**src/rtl/ipx_pkg.sv**
```systemverilog
package ipx_pkg;
  localparam int PORT_AW = 3;

  typedef enum logic [PORT_AW-1:0] {
    PORT_CLKKEY = 3'd0,
    PORT_KEYLO  = 3'd1,
    PORT_MASK   = 3'd2,
    PORT_STATUS = 3'd3,
    PORT_FIFLAG = 3'd4
  } port_e;

  localparam int SRC_KBD = 0;
  localparam int SRC_PRN = 1;
  localparam int SRC_TMR = 2;
  localparam int NUM_SRC = 3;
endpackage

```
**src/rtl/ipx_mask_reg.sv**
```systemverilog
module ipx_mask_reg #(
  parameter int NSRC = 3
) (
  input  logic            clk,
  input  logic            rst,
  input  logic            wr_en,
  input  logic [NSRC-1:0] wr_bits,
  output logic [NSRC-1:0] mask
);
  always_ff @(posedge clk) begin
    if (rst)        mask <= '0;
    else if (wr_en) mask <= wr_bits;
  end

  assert_mask_hold_R1: assert property (@(posedge clk) disable iff (rst)
    !wr_en |=> $stable(mask));
endmodule

```
**src/rtl/ipx_key_latch.sv**
```systemverilog
module ipx_key_latch #(
  parameter int KEY_W = 9
) (
  input  logic             clk,
  input  logic             rst,
  input  logic             load,
  input  logic [KEY_W-1:0] code_in,
  output logic [KEY_W-1:0] code
);
  always_ff @(posedge clk) begin
    if (rst)       code <= '0;
    else if (load) code <= code_in;
  end

  assert_key_hold_R6: assert property (@(posedge clk) disable iff (rst)
    !load |=> $stable(code));
  assert_key_capture_R6: assert property (@(posedge clk) disable iff (rst)
    load |=> (code == $past(code_in)));
endmodule

```
**src/rtl/ipx_req_gen.sv**
```systemverilog
module ipx_req_gen #(
  parameter int NSRC = 3
) (
  input  logic            clk,
  input  logic            rst,
  input  logic [NSRC-1:0] req,
  input  logic [NSRC-1:0] mask,
  input  logic            ext,
  input  logic            brk,
  input  logic            attn,
  output logic [NSRC-1:0] pend_n,
  output logic            irq,
  output logic            firq
);
  logic [NSRC-1:0] pend;

  for (genvar i = 0; i < NSRC; i++) begin : g_src
    assign pend[i]   = req[i] & mask[i];
    assign pend_n[i] = ~pend[i];
  end

  always_ff @(posedge clk) begin
    if (rst) begin
      irq  <= 1'b0;
      firq <= 1'b0;
    end else begin
      irq  <= (|pend) | ext;
      firq <= brk | attn;
    end
  end

  assert_irq_ext_R8: assert property (@(posedge clk) disable iff (rst)
    ext |=> irq);
  assert_irq_quiet_R8: assert property (@(posedge clk) disable iff (rst)
    (!ext && ((req & mask) == '0)) |=> !irq);
  assert_firq_set_R9: assert property (@(posedge clk) disable iff (rst)
    (brk || attn) |=> firq);
  assert_firq_clr_R9: assert property (@(posedge clk) disable iff (rst)
    (!brk && !attn) |=> !firq);
endmodule

```
**src/rtl/ipx_irq_port.sv**
```systemverilog
module ipx_irq_port #(
  parameter int ADDR_W = ipx_pkg::PORT_AW,
  parameter int DATA_W = 8,
  parameter int NSRC   = ipx_pkg::NUM_SRC
) (
  input  logic              clk,
  input  logic              rst,
  input  logic [ADDR_W-1:0] bus_addr,
  input  logic [DATA_W-1:0] bus_wdata,
  input  logic              bus_wr,
  input  logic              bus_rd,
  output logic [DATA_W-1:0] bus_rdata,
  input  logic              req_timer,
  input  logic              req_printer,
  input  logic              req_keyboard,
  input  logic              ext_irq,
  input  logic              brk_key,
  input  logic              sub_attn,
  input  logic              fast_clk_mode,
  input  logic              key_load,
  input  logic [DATA_W:0]   key_code,
  output logic              irq,
  output logic              firq
);
  import ipx_pkg::*;

  localparam int KEY_W = DATA_W + 1;
  localparam logic [ADDR_W-1:0] A_CLKKEY = ADDR_W'(PORT_CLKKEY);
  localparam logic [ADDR_W-1:0] A_KEYLO  = ADDR_W'(PORT_KEYLO);
  localparam logic [ADDR_W-1:0] A_MASK   = ADDR_W'(PORT_MASK);
  localparam logic [ADDR_W-1:0] A_STATUS = ADDR_W'(PORT_STATUS);
  localparam logic [ADDR_W-1:0] A_FIFLAG = ADDR_W'(PORT_FIFLAG);

  logic [NSRC-1:0]   req_vec, mask, pend_n;
  logic [KEY_W-1:0]  key_q;
  logic [DATA_W-1:0] rd_mux, st_byte, fi_byte, ck_byte;
  logic              unused_wbits;

  assign req_vec[SRC_TMR] = req_timer;
  assign req_vec[SRC_PRN] = req_printer;
  assign req_vec[SRC_KBD] = req_keyboard;
  assign unused_wbits     = ^bus_wdata[DATA_W-1:NSRC];

  ipx_mask_reg #(.NSRC(NSRC)) u_mask (
    .clk(clk), .rst(rst),
    .wr_en(bus_wr && (bus_addr == A_MASK)),
    .wr_bits(bus_wdata[NSRC-1:0]),
    .mask(mask)
  );

  ipx_key_latch #(.KEY_W(KEY_W)) u_key (
    .clk(clk), .rst(rst), .load(key_load), .code_in(key_code), .code(key_q)
  );

  ipx_req_gen #(.NSRC(NSRC)) u_req (
    .clk(clk), .rst(rst), .req(req_vec), .mask(mask), .ext(ext_irq),
    .brk(brk_key), .attn(sub_attn), .pend_n(pend_n), .irq(irq), .firq(firq)
  );

  always_comb begin
    st_byte              = '1;
    st_byte[NSRC-1:0]    = pend_n;
    st_byte[NSRC]        = ~ext_irq;
    fi_byte              = '1;
    fi_byte[1]           = ~brk_key;
    fi_byte[0]           = ~sub_attn;
    ck_byte              = '1;
    ck_byte[DATA_W-1]    = key_q[KEY_W-1];
    ck_byte[0]           = fast_clk_mode;
    unique case (bus_addr)
      A_CLKKEY: rd_mux = ck_byte;
      A_KEYLO:  rd_mux = key_q[DATA_W-1:0];
      A_STATUS: rd_mux = st_byte;
      A_FIFLAG: rd_mux = fi_byte;
      default:  rd_mux = '1;
    endcase
  end

  always_ff @(posedge clk) begin
    if (rst)         bus_rdata <= '0;
    else if (bus_rd) bus_rdata <= rd_mux;
  end

  assert_rdata_hold_R10: assert property (@(posedge clk) disable iff (rst)
    !bus_rd |=> $stable(bus_rdata));
  assert_status_top_R3: assert property (@(posedge clk) disable iff (rst)
    (bus_rd && (bus_addr == A_STATUS)) |=> (bus_rdata[DATA_W-1:NSRC+1] == '1));
  assert_status_ext_R4: assert property (@(posedge clk) disable iff (rst)
    (bus_rd && (bus_addr == A_STATUS)) |=> (bus_rdata[NSRC] == !$past(ext_irq)));
endmodule

```
**config.mk**
```make
export PLATFORM = sky130hd
export DESIGN_NAME = ipx_irq_port
export DESIGN_NICKNAME = d
export VERILOG_FILES = /design/src/rtl/ipx_pkg.sv /design/src/rtl/ipx_mask_reg.sv /design/src/rtl/ipx_key_latch.sv /design/src/rtl/ipx_req_gen.sv /design/src/rtl/ipx_irq_port.sv
export SDC_FILE = /design/constraint.sdc
export NUM_CORES = 1
export LEC_CHECK = 0
export BUFFER_PORTS_ARGS = -buffer_cell sky130_fd_sc_hd__buf_2
export CAP_MARGIN = 20
export CORE_MARGIN = 5
export CORE_UTILIZATION = 45
export DETAILED_ROUTE_END_ITERATION = 8
export GPL_TIMING_DRIVEN = 0
export PLACE_DENSITY = 0.87
export SLEW_MARGIN = 20
export SYNTH_ARGS = -nofsm -noshare
export SYNTH_HDL_FRONTEND = slang
export SYNTH_SLANG_ARGS = --single-unit
```
**constraint.sdc**
```tcl
create_clock -name clk -period 1.1 [get_ports clk]
set_clock_uncertainty 0.15 [all_clocks]
set_input_delay 0 -clock clk [delete_from_list [all_inputs] [get_ports clk]]
set_output_delay 0 -clock clk [all_outputs]
set_load 0.05 [all_outputs]
```
# Word level (Yosys, flattened, before mapping)
# Cells that the tools add are included.
# word_totals
word_cells	24
reg_bits	22
in_bits	32
# op_classes
n_reduce_logical	3
bitwise_logic	11
eq_ne	4
n_mux	1
# ops
op	count
$pmux W8 S4	1
$eq A3 B2 Y1 const B	2
$not A1 Y1	6
$and A1 B1 Y1	3
$eq A3 B1 Y1 const B	1
$eq A3 B3 Y1 const B	1
$logic_not A3 Y1	1
$reduce_or A3 Y1	1
$or A1 B1 Y1	2
$logic_and A1 B1 Y1	1

# Logic depth before layout (Yosys ltp)
# Gate-level depths: netlist of run 1.
# logic_depth
word_depth	3
depth_mapped	4
ltp_nobuf	3

# Cells and area by module
# From an unflattened synthesis of run 1, not the netlist that was laid out.
# hier_totals
hier_cells	91
area_unflattened_um2	894.6
# modules_own_cells
mod	n_inst	seq_area_each_um2	cells_per_inst	area_each_um2
ipx_irq_port	1	160.2	44	404.1
ipx_key_latch	1	180.2	29	319.1
ipx_mask_reg	1	60.1	9	101.3
ipx_req_gen	1	40.0	9	70.1

# Worst setup path after synthesis of run 1
# No wires, ideal clock.
# synth_timing
path_kind	reg-to-reg
start	register bus_rdata[1] (netlist name)
end	register bus_rdata[1]
path_buffers	0
slack_ns	-0.061
t_required_ns	0.862
t_arrival_ns	0.923
path_stages_with_launch	3
setup_time_ns	0.088
path_cell_list	dfxtp_1 -> nor2_1 -> a311oi_2
# synth_lines
item	line	source
to (signal assigned)	ipx_irq_port.sv:81	else if (bus_rd) bus_rdata <= rd_mux;
to (decl)	ipx_irq_port.sv:12	output logic [DATA_W-1:0] bus_rdata,

==> results, run 1 <==
- The run finished, with violations left.
- The final reports fail on negative hold slack.
- The number of max-slew violations in the final report is 0.
- The completed layout was analyzed and its total power is 1.61 mW.
- Clock tree synthesis selected as its root buffer the cell clkbuf_4.
- The number of setup buffers added after CTS is 0.
- After clock tree synthesis, the flow added hold-fix buffers numbering 21.
- The post-route netlist has between 30% and 40% of its cells at a drive strength greater than 1.
- After floorplanning, the core was divided into 16 placement rows.
- The switching portion of total power is a little under 30%.
- Counting the buffers created by CTS gives 3.
- The worst pin sits at a relative slew slack of between 60% and 70%.
- The critical path class is in2reg.
- The maximum buffer depth of the clock tree is 2.
- Detailed routing placed a total of 1240 µm of wire on met2.
- For this block, the initial DRC count from the detailed router was 31.
- The later pin in the worst-skew pair is clocked with a latency of 0.29 ns.
- The slew of the pin with the lowest slew margin is between 0.5 and 0.6 ns.
- Input and output buffers added on the ports amount to 34.
- After legalization and detailed placement, the total HPWL measured around 1500 µm.
- The peak clock frequency supported by timing is roughly 950 MHz.
- The region available for standard cell placement spans ~2000 µm².
- The worst setup path is launched from an input port.
- In this run the power density over the cells is around 1200 nW/µm².
- Data on the critical path arrives at its endpoint at between 1 and 1.5 ns.
- The die covers 3040 µm².
- The fraction of synthesized area in multiplexers is 14.2%.
- For this block, the routed nets add up to ~2600 µm of wire.
- The number of antenna diodes is 0.
- In this run the critical register-to-register path is captured at bus_rdata[1].
- The final weighted congestion of routability-driven global placement is about 0.73.
- For this design the static power due to leakage is 0.619 nW.
- The synthesized netlist devotes 19.2% of its cell area to simple gates.
- The beginning of the worst register-to-register path is u_key.code[1].
- OpenSTA, run right after detailed placement, puts the worst setup slack at -0.0160 ns.
- The wire length of the first global-routing pass is 4150 µm.
- The worst path meets setup with 0.0429 ns of slack.
- The utilization after layout is between 60% and 70%.
- between 40 and 50 I/O pins were placed.
- From synthesis to final layout, the design area changed by 49.5%.
- The initial core utilization is 46.7%.
- After clock tree synthesis, the clock-pin slew on the worst setup and hold paths is 0.11 ns.
- The slack of the worst reg-to-reg path is ~0.08 ns.
- The distinct cell type count after synthesis is 24.
- After Yosys synthesis, XOR and XNOR cells account for 0% of the synthesized area.
- The synthesized design contains 22 register bits.
- The global-route congestion overflow total is 0.
- Combinational logic is responsible for 24.3% of the overall power.
- The remaining antenna violation count after routing is 0.
- The die width is about 55 µm.
- The main combinational cell family by area after synthesis is simple AND/OR/NAND/NOR gates.
- The post-synthesis cell count is between 90 and 100.
- The number of global-route vias before repair is about 940.
- The post-synthesis area per instance is about 10 µm².
- The path class of the lowest-slack min-delay path is in2reg.
- The uppermost signal routing layer after detailed routing is met4.
- Global routing used 19.3% of the available tracks.
- The sequential cell area fraction in the yosys report is 48.0%.
- The clock share of power is a little over a fifth.
- The number of antenna violations at the first check in global routing is 0.
- In the final routing, the length of wire on met1 measures roughly 1100 µm.
- Synthesis produced a netlist with a net count of approximately 130.
- Sequential cells burn a little over half of the power.
- The final layout contains between 150 and 200 nets.
- The fraction of the mapped netlist area in compound gates is 14.7%.
- The routed design could run at a clock period as short as 1.06 ns.
- The clock tree from TritonCTS is done.
- The post-synthesis adder-cell area fraction is 0%.
- Counting the fill cells in the layout gives ~150.
- After routing, the total negative slack on setup checks comes to 0 ns.
- The routed design uses around 190 µm of met3 wire.
- The per-cell routed wire length is 14.3 µm.
- The number of max-cap violations is 0.
- The first detailed-routing pass took 4 iterations.
- Entering global routing, the biggest net connects 12 pins.
- The synthesized netlist occupies a cell area of approximately 920 µm².
- The mean number of vias per cell is between 5 and 6.
- The startpoint of the most critical setup path is key_load.
- CTS built an H-tree with a depth of 1.
- Counting cells, the worst reg-to-reg path comes to 3.
- In the routed design, unresolved DRC markers number 0.
- The switching power is about 470 µW.
- The CTS sink count is 22.
- Following the worst setup path forward leads to its endpoint at u_key.code[6].
- The element type at the critical path end is a register.
- The floorplan step set the die height to 55.1 µm.
- The number of endpoints failing setup at the final stage is 0.
- The number of failing hold endpoints at the final stage came to 6.
- Setup repair after global routing left no endpoint under its margin.
- The internal power of the cells totals approximately 1.1 mW.
- The largest voltage drop on the vdd net is about 540 µV.
- The tightest hold path in the finished design has a slack of -0.0755 ns.
- In this run the worst path has a maximum fanout of 9.
- The synthesis warning total is 0.
- The share of the clock period used by the worst path after layout is 96.1%.
- The required time at the worst-slack endpoint is roughly 1.1 ns.
- The detailed router placed 913 vias in this run.
through the flow:
| stage | hold WS (ns) | cells | cell area (µm²) |
|---|---|---|---|
| global placement | 0.0571 | 155 | 1130 |
| finish | -0.0755 | 179 | 1370 |
| CTS | -0.0883 | 179 | 1360 |
| floorplan | -0.0895 | 94 | 927 |
| detailed placement | 0.0640 | 155 | 1130 |
| global route | -0.0538 | 179 | 1370 |
power by group through the flow:
stage	logic (mW)	clock network, mW	registers (mW)
2_1_floorplan	0.122	0	0.987
3_3_place_gp	0.316	0	0.889
3_5_place_dp	0.321	0	0.891
4_1_cts	0.380	0.361	0.873
5_1_grt	0.422	0.388	0.881
6_report	0.392	0.346	0.875
metal layers:
| metal | global-route usage [%] | up-vias |
|---|---|---|
| li1 | - | 449 |
| met1 | 23.5 | 419 |
| met2 | 33.5 | 41 |
| met3 | 1.88 | 4 |
| met4 | 10.1 | 0 |
| met5 | 0 | - |
layout make-up:
cell class                      count  area [µm²]  share of cell area (%)
Tap cell                           27        33.8                    2.46
Multi-Input combinational cell     66         448                    32.7
Buffer                              6        35.0                    2.55
Sequential cell                    22         452                    32.9
Timing Repair Buffer               55         380                    27.7
Clock buffer                        3        22.5                    1.64
sequential cells by signal, indices dropped and copies added (netlist names):
signal and count:
u_req.irq 1, bus_rdata 8, u_req.firq 1, u_key.code 9, u_mask.mask 3
cell usage after synthesis:
library cell | n | area, µm²
and4bb_1 | 1 | 12.5
nor3b_2 | 1 | 12.5
a211oi_1 | 3 | 22.5
o211ai_1 | 1 | 7.51
a311oi_2 | 1 | 15.0
a21oi_1 | 2 | 10.0
nor2b_4 | 1 | 13.8
nand2_1 | 2 | 7.51
buf_6 | 1 | 11.3
o21ai_0 | 2 | 10.0
a22o_1 | 1 | 8.76
nor2_1 | 26 | 97.6
mux2i_1 | 13 | 130
or3b_4 | 1 | 11.3
nand3_1 | 3 | 15.0
o2bb2ai_1 | 1 | 8.76
dfxtp_1 | 22 | 440
buf_2 | 1 | 5.00
o21ba_1 | 1 | 10.0
a311oi_1 | 4 | 35.0
nand2b_1 | 1 | 6.26
a22oi_1 | 1 | 7.51
buf_4 | 1 | 7.51
clkbuf_1 | 3 | 11.3
cell usage in the layout (no fill, tap or decap), drive strengths merged:
master / synthesis / layout
o21ai: 2 / 2
a311oi: 5 / 5
a22o: 1 / 1
nor2: 26 / 26
a211oi: 3 / 3
o211ai: 1 / 1
nand2: 2 / 2
o21ba: 1 / 1
nor2b: 1 / 1
clkbuf: 3 / 6
a21oi: 2 / 2
o2bb2ai: 1 / 1
dlygate4sd3: 0 / 21
nand3: 3 / 3
or3b: 1 / 1
dfxtp: 22 / 22
nor3b: 1 / 1
mux2i: 13 / 13
and4bb: 1 / 1
a22oi: 1 / 1
buf: 3 / 37
nand2b: 1 / 1
how the worst min path moves through the flow:
stage,to,startpoint,depth (start not counted),slack [ns]
floorplan,bus_rdata[1],rst,1,-0.09
global placement,bus_rdata[1],rst,2,0.06
detailed placement,bus_rdata[1],rst,2,0.06
CTS,bus_rdata[7],bus_rd,3,-0.09
global route,bus_rdata[2],bus_rd,3,-0.05
finish,bus_rdata[3],bus_rd,3,-0.08
cells by family after synthesis:
logic type             count (synthesis)
DFF                                   22
muxes                                 13
AOI/OAI and AO/OA                     17
buffers and inverters                  6
and+or+nand+nor                       36
worst max-delay path: stages:
cell	delay, ns
dlygate4sd3_1	0.52
buf_2	0.27
mux2i_1	0.25
nor2_1	0.06
repair_timing:
| action | 4_1_cts | 5_1_grt |
|---|---|---|
| gates resized for setup | 0 | 2 |
| setup endpoints to repair | 0 | 3 |
| endpoints found under the hold margin | 20 | 5 |
(Power assumes the default switching activity.)
==> run 2: changes to the inputs <==
CORE_UTILIZATION = 38   (was 45)
GPL_TIMING_DRIVEN = unset   (was 0)
PLACE_DENSITY = 0.77   (was 0.87)
clock period = 1.2 ns   (was 1.1 ns; I/O delays follow)
==> run 2 against run 1 <==
Net effect: critical path depth unchanged; register-to-register slack improved by 0.05 ns; largest power group unchanged; the run still ends with negative hold slack left; highest routed layer unchanged; core utilization decreased by 9.1 points; first-iteration DRC count decreased by 52%; die area increased by 15%.
==> results, run 2 (synthesis gave the netlist of run 1 again) <==
- The worst hold path belongs to the class in2reg.
- The number of antenna violations at the first check in global routing was 0.
- The wire length of the first global-routing pass is between 3000 and 4000 µm.
- Once the clock tree was built, the resizer swapped 0 gates to a different size.
- TritonCTS built the clock tree.
- After detailed routing, the number of remaining DRC violations is 0.
- The total routing resource utilization after global routing is 14.8%.
- In the layout the commonest cells are buf_2, nor2_1, dlygate4sd3_1, dfxtp_1, mux2i_1.
- The commonest non-fill, non-tap cell in the layout is buf_2.
- The number of max-cap violations is 0.
- The top-level port count is 42.
- The global-route congestion overflow total is 0.
- The slew of the pin with the lowest slew margin is between 0.3 and 0.4 ns.
- The number of fillers in the final layout is between 200 and 250.
- The chip height is 59.1 µm.
- The data arrival time of the worst path is around 1.2 ns.
- Timing analysis after detailed placement gives a worst setup slack of roughly 0.10 ns.
- The congestion estimate from routability-driven global placement came to between 0.7 and 0.8.
- The detailed router finished its first iteration with 15 violations.
- No sink is reached through more buffers than the 2 on the longest clock path.
- In this run the number of H-tree levels came out at 1.
- Entering global routing, the biggest net connects 23 pins.
- For this run, the post-layout net count is around 190.
- The power consumption is between 1 and 1.5 mW.
- STA classifies the critical path startpoint as an input port.
- The static leakage is a little over 0.6 nW.
- In the final layout, the share of cells above drive strength 1 is 28.3%.
- The total die area is 3500 µm².
- The utilization after layout is 60.8%.
- The register with the most flip-flops is u_key.code.
- The critical path class is in2reg.
- The cell sitting at the root of the clock tree is a clkbuf_4.
- The count of vias placed by the detailed router is just under 900.
- The area of the core is between 2000 and 2500 µm².
- The per-cell routed wire length is ~13 µm.
- Summed over all failing endpoints, the final setup total negative slack is 0 ns.
- The number of antenna diodes is 0.
- In this run the tightest slew margin relative to its limit is around three quarters.
- STA puts the critical path data required time at around 1.3 ns.
- The largest registers in the layout are u_key.code: 9 flops, bus_rdata: 8 flops, u_mask.mask: 3 flops.
- The run finished, with violations left.
- The element type at the critical path end is a register.
- In the routed layout, each cell is associated on average with a via count of slightly below 5.
- The TritonCTS buffer count is 3.
- The number of endpoints failing setup at the final stage is 0.
- Power spread over the standard cell area amounts to approximately 1100 nW/µm².
- The number of setup buffers added after CTS is 0.
- The clock latency reported for the late side of the worst-skew pair is 0.29 ns.
- The worst path in the final design needs a cycle of approximately 1.1 ns, including I/O delays and setup.
- The row count is 17.
- The worst-case IR drop observed on VDD is around 1000 µV.
- The clock-pin slew on the worst setup and hold paths is roughly 0.12 ns.
- The number of global-route vias before repair is about 920.
- The number of failing hold endpoints at the final stage was 2.
- The initial core utilization is between 40 and 50%.
- Once detailed placement completed, the half-perimeter wirelength came to roughly 1600 µm.
- The share of the clock period used by the worst path after layout is between 90% and 100%.
- The die is 59.1 µm wide.
- The minimum setup slack in the final design is ~0.11 ns.
- The number of max-slew violations in the final report is 0.
- The final reports fail on negative hold slack.
- The flip-flop count of the largest register, all copies and words added is 9.
- The area growth from synthesis to layout is 49.4%.
- The remaining antenna violation count after routing is 0.
- The peak clock frequency supported by timing is between 900 and 1000 MHz.
- Clock tree synthesis found a total of 22 sinks.
- The first TritonRoute pass finished after 4 iterations.
- Setup repair after global routing left no endpoint under its margin.
- Summed over all layers, the routed wires come to 2430 µm.
- The count of input and output buffers is 36.
- The maximum fanout count along the critical path is 13.
- Across all hold checks on the routed design, the worst slack comes to -0.00766 ns.
==> run 2: critical path, cell delays in order <==
cell           delay, ns
buf_2               0.22
dlygate4sd3_1       0.60
nand3_1             0.09
a311oi_2            0.25
==> run 2: final cells by class <==
cell class / count / area, µm² / area share (%)
clock buffer: 3 / 22.5 / 1.64
tap: 28 / 35.0 / 2.56
multi-input combinational: 66 / 442 / 32.2
timing repair buffer: 61 / 430 / 31.4
sequential: 22 / 440 / 32.1
==> run 2: report_power, final <==
part	switching, mW	leakage [nW]	internal, mW
registers	0.0205	0.182	0.776
logic	0.200	0.426	0.155
clock network	0.205	0.0138	0.117
==> run 2: timing repair <==
item                       CTS  global route
hold buffers                25             1
setup endpoints to repair    0             2
hold endpoints to repair    22             1
==> run 2: path summary, 6_finish.rpt <==
| kind | from | end | slack [ns] | cells after the start |
|---|---|---|---|---|
| worst min register to register | bus_rdata[4] | bus_rdata[4] | 0.34 | 2 |
| worst max register to register | u_key.code[1] | bus_rdata[1] | 0.13 | 3 |
| worst min-delay path | bus_addr[2] | bus_rdata[0] | -0.008 | 4 |
| worst max-delay path | bus_addr[1] | bus_rdata[1] | 0.11 | 4 |
==> run 2: routing by layer <==
| layer | global-route usage [%] | up-vias | share of wire [%] | wire length (µm) |
|---|---|---|---|---|
| met5 | 0 | - | 0 | 0 |
| met4 | 4.53 | 0 | 2.3 | 57 |
| met3 | 5.01 | 6 | 8.6 | 209 |
| met2 | 25.6 | 33 | 48 | 1160 |
| met1 | 17.0 | 403 | 41 | 1010 |
| li1 | - | 452 | - | - |
==> run 2: stage by stage <==
stage | cell area [µm²] | instances
floorplan | 917 | 94
global placement | 1100 | 152
detailed placement | 1100 | 152
CTS | 1370 | 180
global route | 1370 | 180
finish | 1370 | 180
==> run 3: changes to the inputs <==
==> constraint.sdc (replaced) <==
create_clock -name clk -period 1.2 [get_ports clk]
set_clock_uncertainty 0.15 [all_clocks]
set_input_delay 0.18 -clock clk [delete_from_list [all_inputs] [get_ports clk]]
set_output_delay 0.18 -clock clk [all_outputs]
set_load 0.05 [all_outputs]
==> run 3 against run 2 <==
Net effect: the flow now finishes without violations; largest cell class is now registers; global-route usage is 1.1 points lower; clock power is 26% higher; design area is 1.2% lower; maximum frequency is 5.7% lower; sequential power is 1% higher; core utilization is 0.72 points lower; critical path depth is 3 lower; worst setup slack worse by 0.067 ns; cell count is 4.4% lower; non-clock buffer count is 9 lower.
==> results, run 3 (synthesis gave the netlist of run 1 again) <==
- The run finished with clean final reports.
- STA classifies the critical path endpoint as a primary output.
- The number of antenna violations at the first check in global routing is 0.
- The required time at the worst-slack endpoint is between 0.8 and 0.9 ns.
- The critical path depth is 1.
- Measured against its own limit, the worst slew margin works out to between 70% and 80%.
- The completed layout was analyzed and its total power is 1.57 mW.
- In this run the count of I/O pins placed on the die edge is 42.
- The number of max-slew violations in the final report was 0.
- In the final timing run, aggregate negative setup slack is 0 ns.
- The number of antenna diodes is 0.
- Dividing the final minimum period by the clock period gives a little over nine tenths.
- The flip-flop count of the largest register, all copies and words added is 9.
- Global routing consumed, on the met3 layer, 5.01% of the routing resources.
- Max-cap violations in this run came to 0.
- The clock passes through at most 2 buffers.
- The register with the most flip-flops is u_key.code.
- Counting instances, the worst hold path has a depth of 3.
- The CTS sink count is 22.
- The post-route netlist has approximately 38% of its cells at a drive strength greater than 1.
- For this configuration, the core starts out at a cell density of 40.7%.
- The number of setup buffers added after CTS is 0.
- After global routing, the most crowded layer is met2.
- Counting the buffers created by CTS gives 3.
- Compared with the post-synthesis result, the final layout area differs by 47.6%.
- The wire length of the first global-routing pass is between 3000 and 4000 µm.
- The number of buffers and inverters on the critical path is 1.
- The number of global-route vias before repair is 870.
- CTS built an H-tree with a depth of 1.
- The clock latency reported for the late side of the worst-skew pair is 0.31 ns.
- The number of endpoints failing setup at the final stage is 0.
- The number of fillers in the final layout is approximately 200.
- The iteration count of the initial detailed-routing pass is 4.
- The total die area is about 3500 µm².
- The area of the core is around 2300 µm².
- The placed instances occupy a cell area of between 1000 and 1500 µm².
- The count of input and output buffers is 36.
- TritonCTS built the clock tree.
- Across all hold checks on the routed design, the worst slack comes to between 0.01 and 0.015 ns.
- Timing would allow up to about 860 MHz.
- The total routing resource utilization after global routing is a little over an eighth.
- Summed over all layers, the global routing overflow is 0.
- The number of failing hold endpoints at the final stage was 0.
- For the worst flop-to-flop path, the logic depth is 3.
- In the layout the commonest cells are nor2_1, buf_2, dlygate4sd3_1, dfxtp_1, mux2i_1.
- The total length of routed wires is roughly 2300 µm.
- The total non-filler cell area in the finished layout is ~1400 µm².
- The number of nets in the layout is between 150 and 200.
- The clock period could shrink to about 1.2 ns.
- The largest net degree at the start of global routing is 23.
- The critical path launch point type is a register.
- The critical path goes through buf_4.
- For the pin with the worst max-slew slack, the measured transition is slightly below 0.4 ns.
- The per-cell routed wire length is around 13 µm.
- The number of DRC violations after detailed routing is 0.
- The die width is 59.1 µm.
- Broken down by cell family, the worst path's largest delay share belongs to flip-flops.
- Setup repair after global routing left no endpoint under its margin.
- The count of vias placed by the detailed router is between 800 and 900.
- The data arrival time of the worst path is 0.83 ns.
- Once detail routing completed, the nets flagged for antenna violations numbered 0.
- The largest registers in the layout are u_key.code: 9 flops, bus_rdata: 8 flops, u_mask.mask: 3 flops.
- The global routing met1 resource utilization is between 10% and 20%.
- Measured along the y axis, the die boundary spans between 50 and 60 µm.
- The clock-pin slew on the worst setup and hold paths is ~0.12 ns.
- Across the VDD grid, the largest voltage drop is 923 µV.
- The global routing usage on met2 is between 20% and 30%.
- The cell sitting at the root of the clock tree is a clkbuf_4.
- The final weighted congestion of routability-driven global placement is 0.776.
- The mean number of vias per cell is 4.84.
- On the critical path, the stage with the largest delay is an instance of dfxtp_1.
- The total half-perimeter wirelength after legalization and detailed placement is around 1600 µm.
- The worst setup path is of the reg2out kind.
- The row count is 17.
- The static leakage is a little over 0.6 nW.
- For this block, the initial DRC count from the detailed router was 10.
- The worst stage delay on the critical path is between 0.3 and 0.4 ns.
- Along the worst path, the maximum fanout reaches 1.
- The min-delay analysis places its worst path in the category in2reg.
- For this design the ratio of total power to cell area is 1160 nW/µm².
## run 3: path summary, 6_finish.rpt
path                      start           end  slack, ns
setup / recovery     u_req.firq          firq       0.04
setup reg to reg  u_key.code[1]  bus_rdata[1]       0.13
hold reg to reg    bus_rdata[3]  bus_rdata[3]       0.35
hold / removal          ext_irq     u_req.irq       0.01
## run 3: cell type report
cell class,count,area (µm²),share of cell area [%]
Multi-Input combinational cell,66,442,32.6
Sequential cell,22,450,33.3
Timing Repair Buffer,52,390,28.8
Tap cell,28,35.0,2.59
Clock buffer,4,36.3,2.68
## run 3: per-layer routing
layer  routed length [µm]  part of all wire (%)
met5                    0                     0
met4                   39                   1.7
met3                  195                   8.6
met2                 1040                    46
met1                  994                    44
## run 3: power by group
group          internal [mW]  total (mW)  switching [mW]
Clock                  0.185       0.407           0.222
Sequential             0.780       0.807          0.0270
Combinational          0.163       0.355           0.192
Total                   1.13        1.57           0.440
## run 3: stage by stage
stage | utilization [%] | worst slack, ns | std cells
global route | 60.0 | 0.000625 | 172
floorplan | - | 0.0388 | 94
CTS | 58.8 | 0.00181 | 172
global placement | 49.3 | -0.0243 | 154
detailed placement | 49.3 | -0.0484 | 154
finish | 60.0 | 0.0387 | 172
## run 3: timing repair
action | 4_1_cts | 5_1_grt
setup endpoints to repair | 10 | 8
hold buffers | 14 | 0
resized for setup | 13 | 13
hold endpoints to repair | 13 | 0
